===== src/rtl/useq_pkg.sv =====
package useq_pkg;
  localparam int UA_W    = 6;
  localparam int CMD_W   = 17;
  localparam int OP_W    = 4;
  localparam int PH_W    = 2;
  localparam int TEST_W  = 2;
  localparam int WORD_W  = CMD_W + TEST_W + UA_W;
  localparam int DEPTH   = 1 << UA_W;
  localparam int SGN_BIT = OP_W;

  typedef struct packed {
    logic [CMD_W-1:0] cmd;
    logic             t_disp;
    logic             t_sign;
    logic [UA_W-1:0]  nxt;
  } uword_t;
endpackage


===== src/rtl/useq_phase.sv =====
module useq_phase
  import useq_pkg::*;
(
  input  logic clk,
  input  logic rst_n,
  output logic t2,
  output logic t3,
  output logic t4
);
  logic [PH_W-1:0] cnt_q, cnt_d;

  always_comb begin
    cnt_d = cnt_q + 1'b1;
  end

  always_ff @(posedge clk or negedge rst_n) begin
    if (!rst_n) cnt_q <= '0;
    else        cnt_q <= cnt_d;
  end

  assign t2 = (cnt_q == PH_W'(1));
  assign t3 = (cnt_q == PH_W'(2));
  assign t4 = (cnt_q == PH_W'(3));


  one_phase_chk: assert property (@(posedge clk) disable iff (!rst_n)
    $onehot0({t2, t3, t4}));

  t2_to_t3_chk: assert property (@(posedge clk) disable iff (!rst_n)
    t2 |=> t3);

  t3_to_t4_chk: assert property (@(posedge clk) disable iff (!rst_n)
    t3 |=> t4);

  t4_to_idle_chk: assert property (@(posedge clk) disable iff (!rst_n)
    t4 |=> !(t2 || t3 || t4));
endmodule


===== src/rtl/useq_store.sv =====
module useq_store
  import useq_pkg::*;
(
  input  logic            clk,
  input  logic            rst_n,
  input  logic            we,
  input  logic [UA_W-1:0] waddr,
  input  uword_t          wdata,
  input  logic [UA_W-1:0] raddr,
  output uword_t          rdata
);
  uword_t mem [DEPTH];
  uword_t rd_q;

  always_ff @(posedge clk) begin
    if (we) mem[waddr] <= wdata;
  end

  always_ff @(posedge clk or negedge rst_n) begin
    if (!rst_n) rd_q <= '0;
    else        rd_q <= mem[raddr];
  end

  assign rdata = rd_q;
endmodule


===== src/rtl/useq_addr.sv =====
module useq_addr
  import useq_pkg::*;
(
  input  logic             clk,
  input  logic             rst_n,
  input  logic             t2,
  input  logic             t4,
  input  uword_t           fetched,
  input  logic [OP_W-1:0]  opcode,
  input  logic             sign_flag,
  output logic [UA_W-1:0]  uar,
  output logic [CMD_W-1:0] cmd_raw
);
  uword_t          mir_q, mir_d;
  logic [UA_W-1:0] uar_q, uar_d;
  logic [UA_W-1:0] force_v;

  always_comb begin
    force_v = '0;
    if (mir_q.t_disp) force_v[OP_W-1:0] = opcode;
    if (mir_q.t_sign && !sign_flag) force_v[SGN_BIT] = 1'b1;
  end

  always_comb begin
    uar_d = uar_q;
    mir_d = mir_q;
    if (t2) begin
      uar_d = fetched.nxt;
      mir_d = fetched;
    end else if (t4) begin
      uar_d = uar_q | force_v;
    end
  end

  always_ff @(posedge clk or negedge rst_n) begin
    if (!rst_n) begin
      uar_q <= '0;
      mir_q <= '0;
    end else begin
      uar_q <= uar_d;
      mir_q <= mir_d;
    end
  end

  assign uar     = uar_q;
  assign cmd_raw = mir_q.cmd;


  no_clear_chk: assert property (@(posedge clk) disable iff (!rst_n)
    t4 |=> ((uar_q & $past(uar_q)) == $past(uar_q)));

  addr_hold_chk: assert property (@(posedge clk) disable iff (!rst_n)
    (!t2 && !t4) |=> $stable(uar_q));

  sign_force_chk: assert property (@(posedge clk) disable iff (!rst_n)
    (t4 && mir_q.t_sign && !sign_flag) |=> uar_q[SGN_BIT]);

  dispatch_chk: assert property (@(posedge clk) disable iff (!rst_n)
    (t4 && mir_q.t_disp) |=> ((uar_q[OP_W-1:0] & $past(opcode)) == $past(opcode)));
endmodule


===== src/rtl/useq_gate.sv =====
module useq_gate
  import useq_pkg::*;
#(
  parameter logic [CMD_W-1:0] T4_MASK = 17'h000FF,
  parameter logic [CMD_W-1:0] T3_MASK = 17'h00F00
)(
  input  logic             t3,
  input  logic             t4,
  input  logic [CMD_W-1:0] raw,
  output logic [CMD_W-1:0] gated
);
  for (genvar gi = 0; gi < CMD_W; gi++) begin : g_bit
    if (T4_MASK[gi]) begin : g_t4
      assign gated[gi] = raw[gi] & t4;
    end else if (T3_MASK[gi]) begin : g_t3
      assign gated[gi] = raw[gi] & t3;
    end else begin : g_pass
      assign gated[gi] = raw[gi];
    end
  end
endmodule


===== src/rtl/useq_core.sv =====
module useq_core
  import useq_pkg::*;
#(
  parameter logic [CMD_W-1:0] T4_MASK = 17'h000FF,
  parameter logic [CMD_W-1:0] T3_MASK = 17'h00F00
)(
  input  logic              clk,
  input  logic              rst_n,
  input  logic              cs_we,
  input  logic [UA_W-1:0]   cs_waddr,
  input  logic [WORD_W-1:0] cs_wdata,
  input  logic [OP_W-1:0]   opcode,
  input  logic              sign_flag,
  output logic              ph_t2,
  output logic              ph_t3,
  output logic              ph_t4,
  output logic [UA_W-1:0]   uaddr,
  output logic [CMD_W-1:0]  cmd
);
  logic rst_meta_q, rst_sync_q;
  always_ff @(posedge clk or negedge rst_n) begin
    if (!rst_n) begin
      rst_meta_q <= 1'b0;
      rst_sync_q <= 1'b0;
    end else begin
      rst_meta_q <= 1'b1;
      rst_sync_q <= rst_meta_q;
    end
  end

  uword_t           fetched;
  uword_t           wword;
  logic [CMD_W-1:0] cmd_raw;
  logic [UA_W-1:0]  uar;

  assign wword = uword_t'(cs_wdata);

  useq_phase u_phase (
    .clk   (clk),
    .rst_n (rst_sync_q),
    .t2    (ph_t2),
    .t3    (ph_t3),
    .t4    (ph_t4)
  );

  useq_store u_store (
    .clk   (clk),
    .rst_n (rst_sync_q),
    .we    (cs_we),
    .waddr (cs_waddr),
    .wdata (wword),
    .raddr (uar),
    .rdata (fetched)
  );

  useq_addr u_addr (
    .clk       (clk),
    .rst_n     (rst_sync_q),
    .t2        (ph_t2),
    .t4        (ph_t4),
    .fetched   (fetched),
    .opcode    (opcode),
    .sign_flag (sign_flag),
    .uar       (uar),
    .cmd_raw   (cmd_raw)
  );

  useq_gate #(.T4_MASK(T4_MASK), .T3_MASK(T3_MASK)) u_gate (
    .t3    (ph_t3),
    .t4    (ph_t4),
    .raw   (cmd_raw),
    .gated (cmd)
  );

  assign uaddr = uar;


  t4_gate_chk: assert property (@(posedge clk) disable iff (!rst_sync_q)
    (|(cmd & T4_MASK)) |-> ph_t4);

  t3_gate_chk: assert property (@(posedge clk) disable iff (!rst_sync_q)
    (|(cmd & T3_MASK)) |-> ph_t3);
endmodule


===== config.mk =====
export PLATFORM = sky130hd
export DESIGN_NAME = useq_core
export DESIGN_NICKNAME = d
export VERILOG_FILES = /design/src/rtl/useq_pkg.sv /design/src/rtl/useq_phase.sv /design/src/rtl/useq_store.sv /design/src/rtl/useq_addr.sv /design/src/rtl/useq_gate.sv /design/src/rtl/useq_core.sv
export SDC_FILE = /design/constraint.sdc
export NUM_CORES = 1
export LEC_CHECK = 0
export BUFFER_PORTS_ARGS = -buffer_cell sky130_fd_sc_hd__buf_2
export CAP_MARGIN = 10
export CORE_MARGIN = 8
export CORE_UTILIZATION = 52
export DETAILED_ROUTE_END_ITERATION = 10
export PLACE_DENSITY = 0.68
export SYNTH_ARGS = -nofsm -noshare
export SYNTH_HDL_FRONTEND = slang
export SYNTH_SLANG_ARGS = --single-unit

===== constraint.sdc =====
create_clock -name clk -period 2 [get_ports clk]
set_input_delay 0.4 -clock clk [delete_from_list [all_inputs] [get_ports clk]]
set_output_delay 0.4 -clock clk [all_outputs]
set_load 0.01 [all_outputs]

==> metrics list, run 1 <==
* Setup repair after global routing missed its margin: true
- For this run the aggregate overflow at the end of global routing stands at 0.
- After detailed routing, the total wire length is roughly 170 mm.
* Overall die width: 364 um
- Cell Pwr Density: 1380 nW/um^2
- Overall die area: between 100,000 and 150,000 um^2
* Detailed-route wire length on metal 1: approximately 63 mm
- In this run the critical register-to-register path is launched from u_addr.uar[1]$_DFFE_PN0P_.
* Via Count: approximately 32,000
- Clock skew on the completed layout was measured at roughly 38 ps.
- Worst path setup slack after routing: -413 ps
* Post-synth EDFFs: between 1,500 and 2,000
- Number of placed instances, taps included: between 4,000 and 5,000
- The first global-routing pass estimated 235 mm of wire.
- Number of placement rows: between 100 and 150
- Data on the critical path is required at its endpoint by approximately 2700 ps.
* Final-layout worst hold slack: between 30 and 40 ps
- Overall Power: 0.107 W
- Post-Syn Nets: 2,775
- Buffers from clock root to sink, at most: 3
- Measured in cells, the most critical reg-to-reg path has a length of 8.
- Worst min-delay path startpoint: opcode[0]
- Via density per instance: roughly 6.4
* Final setup viols: 44
- Final Hold Viols: 0
- Num CTS Buffers: ~160
* Total clock sinks: roughly 1,700
- Sequential-to-total area share from yosys stat: 0.784
- The routed design could run at a clock period as short as around 2400 ps.
- Worst setup EP type: flop
* Highest routed metal layer: met5
- Top_reg_cell synth: sky130_fd_sc_hd__edfxtp_1
- In this run the critical register-to-register path is captured at u_store.rdata[17]$_DFF_PN0_.
- End-of-flow core utilization: 0.645
- Cell Area, Placed: ~70,000 um^2
* Number of iterations in the first detailed-routing pass: 6
- The congestion estimate from routability-driven global placement came to 0.826.
- F_max: just over 400 MHz
- Setup slack on the worst flop-to-flop path: -410 ps
- Effective utilization at floorplan: 0.525
- Maximum fanout along the worst path: 7
- Half-perimeter wire length of the detailed placement result: approximately 96 mm
- The number of antenna violations at the first check in global routing was 15.
- The root buffer cell chosen for the clock tree is sky130_fd_sc_hd__clkbuf_16.
- Number of cells in the finished layout apart from fillers: roughly 5,000
- In the final layout, the share of cells above drive strength 1 is 0.421.
- For this run, design rule violations remaining after detail routing come to 0.
* Number of violations reported at the end of detailed-routing iteration 0: about 5,000
* P_leak: between 20 and 30 nW
- Across the run, the number of max-cap violations was 0.
- The die is around 360 um tall.
* Share of the synthesized area in the top cell type: 0.763
- STA puts the critical path data arrival time at about 3100 ps.
- Clock transition at path regs: around 60 ps
* Slew @ Worst Pin: approximately 900 ps
- The largest total area in the synthesized netlist belongs to sky130_fd_sc_hd__edfxtp_1.
- Number of H-tree branching levels: 4
- In the final routed layout, each cell accounts on average for about 34 um.
- Buffers placed on the I/O ports in this run total 64.
* Number of distinct standard cells referenced by the synthesized netlist: 37
- Worst vdd ir: 0.861 mV
- Layout Nets: roughly 3,300
- The worst setup path is launched from a flop.
* Syn avg cell area: around 23 um^2
- Of the available clock period, the critical path in the final layout requires 1.21.
* Met2 Wirelength: 79.5 mm
* Clock tree from TritonCTS: yes
* Top-level port count: 65
- The worst setup path is of the flop to flop kind.
- The via count of the first global-routing pass is approximately 32,000.
* Finished Cell Area: between 70,000 and 80,000 um^2
- Relative slew margins: 0.402
- WHS Endpoint: u_addr.uar[0]$_DFFE_PN0P_
- Routed met3 length: roughly 20 mm
- The path class of the tightest hold or removal check is primary input to flop.
- The run finished, with violations left.
- In this run the cell area of the synthesized design comes to about 63,000 um^2.
* Number of synthesis warnings: 0
- Entering global routing, the biggest net connects 65 pins.
- Total routing resource utilization after global routing: 0.250
- Violated checks: negative setup slack
* Leading cell types by total area after synthesis: sky130_fd_sc_hd__edfxtp_1, sky130_fd_sc_hd__mux4_2, sky130_fd_sc_hd__dfrtp_1
- Hold path cells: 3
* Count of pins over their slew limit: 0
* Core region area: between 100,000 and 150,000 um^2
- The detail route stage leaves a number of antenna-violating nets equal to 0.
- Counting flops and latches in the post-synthesis netlist gives ~1,700.
- Relative to the synthesized area, the layout overhead comes to 22.9%.
- Clock network latency to the later pin of the worst-skew pair: 770 ps
- Counting every instance in the synthesized netlist gives 2,733.
- Share of flip-flops with an asynchronous set or reset after synthesis: 0.0326
==> state kept, by name, summed over array words and instances (netlist names) <==
name and cells:
rst_sync_q 1, u_store.rdata 25, u_phase.cnt_q 2, u_addr.mir_q 2
rst_meta_q 1, u_store.mem 1600, u_addr.cmd_raw 17, u_addr.uar 6
==> cells in the mapped netlist, types with 2 or more instances <==
library cell / count
sky130_fd_sc_hd__clkbuf_1: 45
sky130_fd_sc_hd__or2_2: 2
sky130_fd_sc_hd__a22o_1: 9
sky130_fd_sc_hd__a31oi_1: 5
sky130_fd_sc_hd__mux2i_1: 75
sky130_fd_sc_hd__a21oi_1: 20
sky130_fd_sc_hd__o31ai_1: 10
sky130_fd_sc_hd__nor2_1: 115
sky130_fd_sc_hd__nand2_1: 13
sky130_fd_sc_hd__buf_1: 11
sky130_fd_sc_hd__o21ai_0: 50
sky130_fd_sc_hd__a22oi_1: 9
sky130_fd_sc_hd__buf_2: 38
sky130_fd_sc_hd__clkbuf_4: 2
sky130_fd_sc_hd__nand3_1: 8
sky130_fd_sc_hd__buf_6: 13
sky130_fd_sc_hd__nand3b_1: 5
sky130_fd_sc_hd__mux4_2: 410
sky130_fd_sc_hd__a221oi_1: 9
sky130_fd_sc_hd__nor3_1: 2
sky130_fd_sc_hd__buf_4: 47
sky130_fd_sc_hd__dfrtp_1: 54
sky130_fd_sc_hd__edfxtp_1: 1600
sky130_fd_sc_hd__o41ai_1: 6
sky130_fd_sc_hd__a211oi_1: 25
sky130_fd_sc_hd__nor2b_1: 11
sky130_fd_sc_hd__inv_1: 4
sky130_fd_sc_hd__o221ai_1: 15
sky130_fd_sc_hd__or3_1: 3
sky130_fd_sc_hd__and2_1: 13
sky130_fd_sc_hd__mux2_2: 39
sky130_fd_sc_hd__nand2b_1: 7
sky130_fd_sc_hd__ha_1: 3
sky130_fd_sc_hd__o22ai_1: 52
==> cells by family after synthesis <==
| logic type | share of synthesized area |
|---|---|
| buf+inv | 0.0148 |
| fa+ha+maj | 0.000596 |
| mux | 0.166 |
| compound gates | 0.0219 |
| simple gates | 0.0128 |
| flops | 0.784 |
| other cells | 0.0000595 |
==> how the worst max path moves through the flow <==
stage,from,to,slack (ps),depth (start not counted)
2_1_floorplan,cs_waddr[5],u_store.mem[51][0]$_DFFE_PP_,-280,5
3_3_place_gp,u_addr.uar[0]$_DFFE_PN0P_,u_store.rdata[8]$_DFF_PN0_,-750,6
3_5_place_dp,u_addr.uar[0]$_DFFE_PN0P_,u_store.rdata[8]$_DFF_PN0_,-750,6
4_1_cts,u_addr.uar[1]$_DFFE_PN0P_,u_store.rdata[17]$_DFF_PN0_,-380,8
5_1_grt,u_addr.uar[1]$_DFFE_PN0P_,u_store.rdata[17]$_DFF_PN0_,-430,8
6_report,u_addr.uar[1]$_DFFE_PN0P_,u_store.rdata[17]$_DFF_PN0_,-410,8
==> critical path, stage by stage, from the launching register on <==
cell and delay (ps):
sky130_fd_sc_hd__dfrtp_4 500, sky130_fd_sc_hd__buf_4 190, sky130_fd_sc_hd__buf_16 150, sky130_fd_sc_hd__mux4_2 550
sky130_fd_sc_hd__mux2i_2 240, sky130_fd_sc_hd__buf_4 160, sky130_fd_sc_hd__a221oi_1 80, sky130_fd_sc_hd__buf_4 180
sky130_fd_sc_hd__a22o_1 230
==> per-layer routing <==
metal	vias to the layer above	track usage
li1	12700	-
met1	17000	0.341
met2	2028	0.384
met3	306	0.0771
met4	6	0.0928
met5	-	0
==> layout by cell type (no fill, tap or decap), drive strengths merged, types with 11 or more instances in the layout <==
master / instances
a211oi: 25
a21oi: 20
and2: 13
buf: 490
bufinv: 18
clkbuf: 215
clkinv: 61
dfrtp: 54
edfxtp: 1600
mux2: 39
mux2i: 75
mux4: 410
nand2: 13
nor2: 115
nor2b: 11
o21ai: 50
o221ai: 15
o22ai: 52
==> power breakdown <==
group | switching, W | leakage [nW] | total, W | internal [W]
combinational | 0.0182 | 7.44 | 0.0363 | 0.0181
clock | 0.0129 | 2.62 | 0.0308 | 0.0179
sequential | 0.000584 | 15.0 | 0.0394 | 0.0388
==> what timing repair did <==
item | in CTS | in global routing
hold buffers | 2 | 0
setup buffers | 48 | 28
hold endpoints to repair | 2 | 0
pin swaps | 21 | 26
setup endpoints to repair | 47 | 45
gates cloned | 20 | 8
gates resized for setup | 283 | 80
==> through the flow <==
stage | setup TNS [ps] | setup slack [ps]
finish | -12420 | -413
global route | -14400 | -432
CTS | -12900 | -378
detailed placement | -13850 | -746
global placement | -12980 | -746
floorplan | -113980 | -280
==> area by class of cell <==
class,count,area (um^2)
diodes,2,5.00
clock buffers,207,4400
clock inverters,89,975
fillers,7457,42600
inverters,4,15.0
multi-input cells,919,14200
flip-flops and latches,1654,49400
well taps,1612,2020
repair buffers,503,6350
(Power assumes the default switching activity.)
==> run 2, diff against run 1 <==
--- a/config.mk
+++ b/config.mk
@@ -11,6 +11,7 @@
 export CORE_UTILIZATION = 52
 export DETAILED_ROUTE_END_ITERATION = 10
 export PLACE_DENSITY = 0.68
+export SKIP_LAST_GASP = 1
 export SYNTH_ARGS = -nofsm -noshare
 export SYNTH_HDL_FRONTEND = slang
 export SYNTH_SLANG_ARGS = --single-unit
==> metrics list, run 2 (same netlist as run 1, synthesis figures left out) <==
* Launching instance or port of the critical path: u_addr.uar[1]$_DFFE_PN0P_
- Die Ht: about 360 um
- Number of antenna violations at the first check in global routing: 13
- Setup violations remaining at the end of the flow were counted as 44.
- Cell type of the slowest stage on the worst timing path: sky130_fd_sc_hd__dfrtp_4
- For this run, the share of the core covered by cells in the final layout is 0.643.
- Type of element launching the critical path: flop
- For the pin with the worst max-slew slack, the measured transition is 890 ps.
* Clock transition at path regs: ~60 ps
- After global routing the overflow that remains totals 0.
- For this design the top-level I/O count stands at 65.
- Once layout is complete, the cells apart from fillers number 4,995.
- The register with the most flip-flops in the layout has ~1,600 of them.
- Number of violations reported at the end of detailed-routing iteration 0: roughly 5,100
- Effective utilization at floorplan: 0.525
- Critical Setup Path Class: flop to flop
* Number of input and output port buffers inserted: 64
* Layout Nets: 3,290
- Global-route wire length before repair: ~240 mm
- For the finished layout, the period the worst path requires is roughly 2400 ps.
* Max-Cap Viols: 0
- Leading cell types in the layout, fill and taps excluded: sky130_fd_sc_hd__edfxtp_1, sky130_fd_sc_hd__mux4_2, sky130_fd_sc_hd__buf_4, sky130_fd_sc_hd__clkbuf_16, sky130_fd_sc_hd__buf_12
- Per-cell routed wire length: about 34 um
* Core region area: 120,000 um^2
- Based on the critical path, the design can be clocked at up to about 420 MHz.
* Total clock sinks: 1,654
- Cell with the most instances on the worst path: sky130_fd_sc_hd__buf_12
* Relative slew margins: 0.406
- The floorplan step defined a die boundary enclosing around 130,000 um^2.
* Number of H-tree branching levels: 4
- The final hold violation count came to 0.
- Via Count: approximately 32,000
- Final Cycle Share: 1.18
- In this run, CTS created clock tree buffers numbering ~160.
- The longest clock path from root to sink contains 3 buffers.
- Power comes to about 0.11 W.
- Worst path setup slack after routing: -358 ps
- The startpoint identified for the worst register-to-register timing path is u_addr.uar[1]$_DFFE_PN0P_.
- Maximum fanout along the worst path: 24
* Number of placement rows: around 130
* Cell Area, Placed: ~70,000 um^2
- Detailed placement finished with a half-perimeter wire length of between 90 and 100 mm.
- Cell Pwr Density: 1370 nW/um^2
- Finished Cell Area: 77,200 um^2
- Data required time at the worst endpoint: between 2000 and 3000 ps
- From synthesis to final layout, the design area changed by 22.6%.
- Worst hold path class: primary input to flop
- Number of iterations in the first detailed-routing pass: 6
- Number of global-route vias before repair: roughly 32,000
* Layout cell share with drive strength beyond 1: 0.417
- Setup Skew: between 30 and 40 ps
- Via density per instance: approximately 6.4
- Walking the worst path, the cells encountered are buf_12 > buf_16 > buf_12 > mux4_2 > o22ai_2 > o21ai_1 > buf_4 > a22o_1.
* Worst setup EP type: flop
* Filler instances: 7,478
- The number of pins with negative max-slew slack in the final report was 0.
- Final ANT Viol Nets: 0
- Pin count of the biggest net entering global routing: 65
- Register name with the most flops: u_store.mem
- Worst EP arrival: around 3000 ps
* Post-Route WL: approximately 170 mm
- Across the VDD grid, the largest voltage drop is ~0.86 mV.
* P_leak: 25.0 nW
- The floorplan step set the die width to between 300 and 400 um.
- CTS placed an instance of sky130_fd_sc_hd__clkbuf_16 at the clock tree root.
- The later pin in the worst-skew pair is clocked with a latency of 770 ps.
- Routability Congestion: just over 0.8
- Total routing resource utilization after global routing: 0.250
* Worst min-delay path startpoint: opcode[0]
- Clock tree from TritonCTS: yes
* Maximum cell stage delay along the critical path: just over 500 ps
* Violated checks: negative setup slack
- DRC violation count after routing: 0
- Number of placed instances, taps included: ~4,600
- Final-layout worst hold slack: approximately 31 ps
- Commonest non-fill, non-tap cell in the layout: sky130_fd_sc_hd__edfxtp_1
* Result of the run: finished, violations left
* Setup repair after global routing missed its margin: true
run 2: cell types whose count changed in the layout (fill, tap and decap cells not counted), moves of 4 or more:
cell	delta
sky130_fd_sc_hd__buf_4	+14
sky130_fd_sc_hd__buf_6	-9
sky130_fd_sc_hd__mux2_2	+4
sky130_fd_sc_hd__mux2_4	-4
sky130_fd_sc_hd__o21ai_0	+4
run 2: path summary, 6_finish.rpt:
check                                               to  slack (ps)  depth (start not counted)
max                         u_store.rdata[2]$_DFF_PN0_        -360                          8
min                          u_addr.uar[0]$_DFFE_PN0P_          30                          3
max reg2reg                 u_store.rdata[2]$_DFF_PN0_        -360                          8
min reg2reg                u_store.rdata[22]$_DFF_PN0_         300                          0
max in group asynchronous   u_phase.cnt_q[0]$_DFF_PN0_        1000                          1
min in group asynchronous  u_store.rdata[22]$_DFF_PN0_         300                          0
run 2: where the power goes:
group          internal, W  switching (W)
Sequential          0.0388       0.000582
Combinational       0.0179         0.0178
Clock               0.0179         0.0129
Total               0.0746         0.0312
run 2: worst max-delay path, delay by kind of cell, from the launching register on:
kind / cells / cell delay [ps]
buffers and inverters: 4 / 740
AO/OA/AOI/OAI: 3 / 640
flip-flops: 1 / 510
multiplexers: 1 / 330
run 2: area by class of cell:
type / instances / area [um^2] / area share
antenna: 4 / 10.0 / 0.000130
clock buffer: 207 / 4400 / 0.0570
clock inverter: 89 / 975 / 0.0126
inverter: 4 / 15.0 / 0.000195
multi-input combinational: 919 / 14000 / 0.182
sequential: 1654 / 49400 / 0.640
tap: 1612 / 2020 / 0.0261
timing repair buffer: 506 / 6310 / 0.0818
run 2: timing repair:
item	4_1_cts	5_1_grt
pin swaps	18	22
gates cloned	20	6
endpoints found under the setup margin	47	44
hold endpoints to repair	2	0
gates resized for setup	254	72
hold buffers	2	0
setup buffers	48	26
run 2: layer usage:
metal | GRT usage | share of wire | up-vias
li1 | - | - | 12700
met1 | 0.355 | 0.39 | 17100
met2 | 0.391 | 0.47 | 1968
met3 | 0.0562 | 0.11 | 287
met4 | 0.0807 | 0.033 | 4
met5 | 0.00617 | 0.00075 | -
run 2: per-stage QoR:
stage | setup WS [ps] | TNS, ps
6_report | -358 | -12700
5_1_grt | -403 | -14800
4_1_cts | -378 | -13410
3_5_place_dp | -746 | -13850
3_3_place_gp | -746 | -12980
2_1_floorplan | -280 | -113980
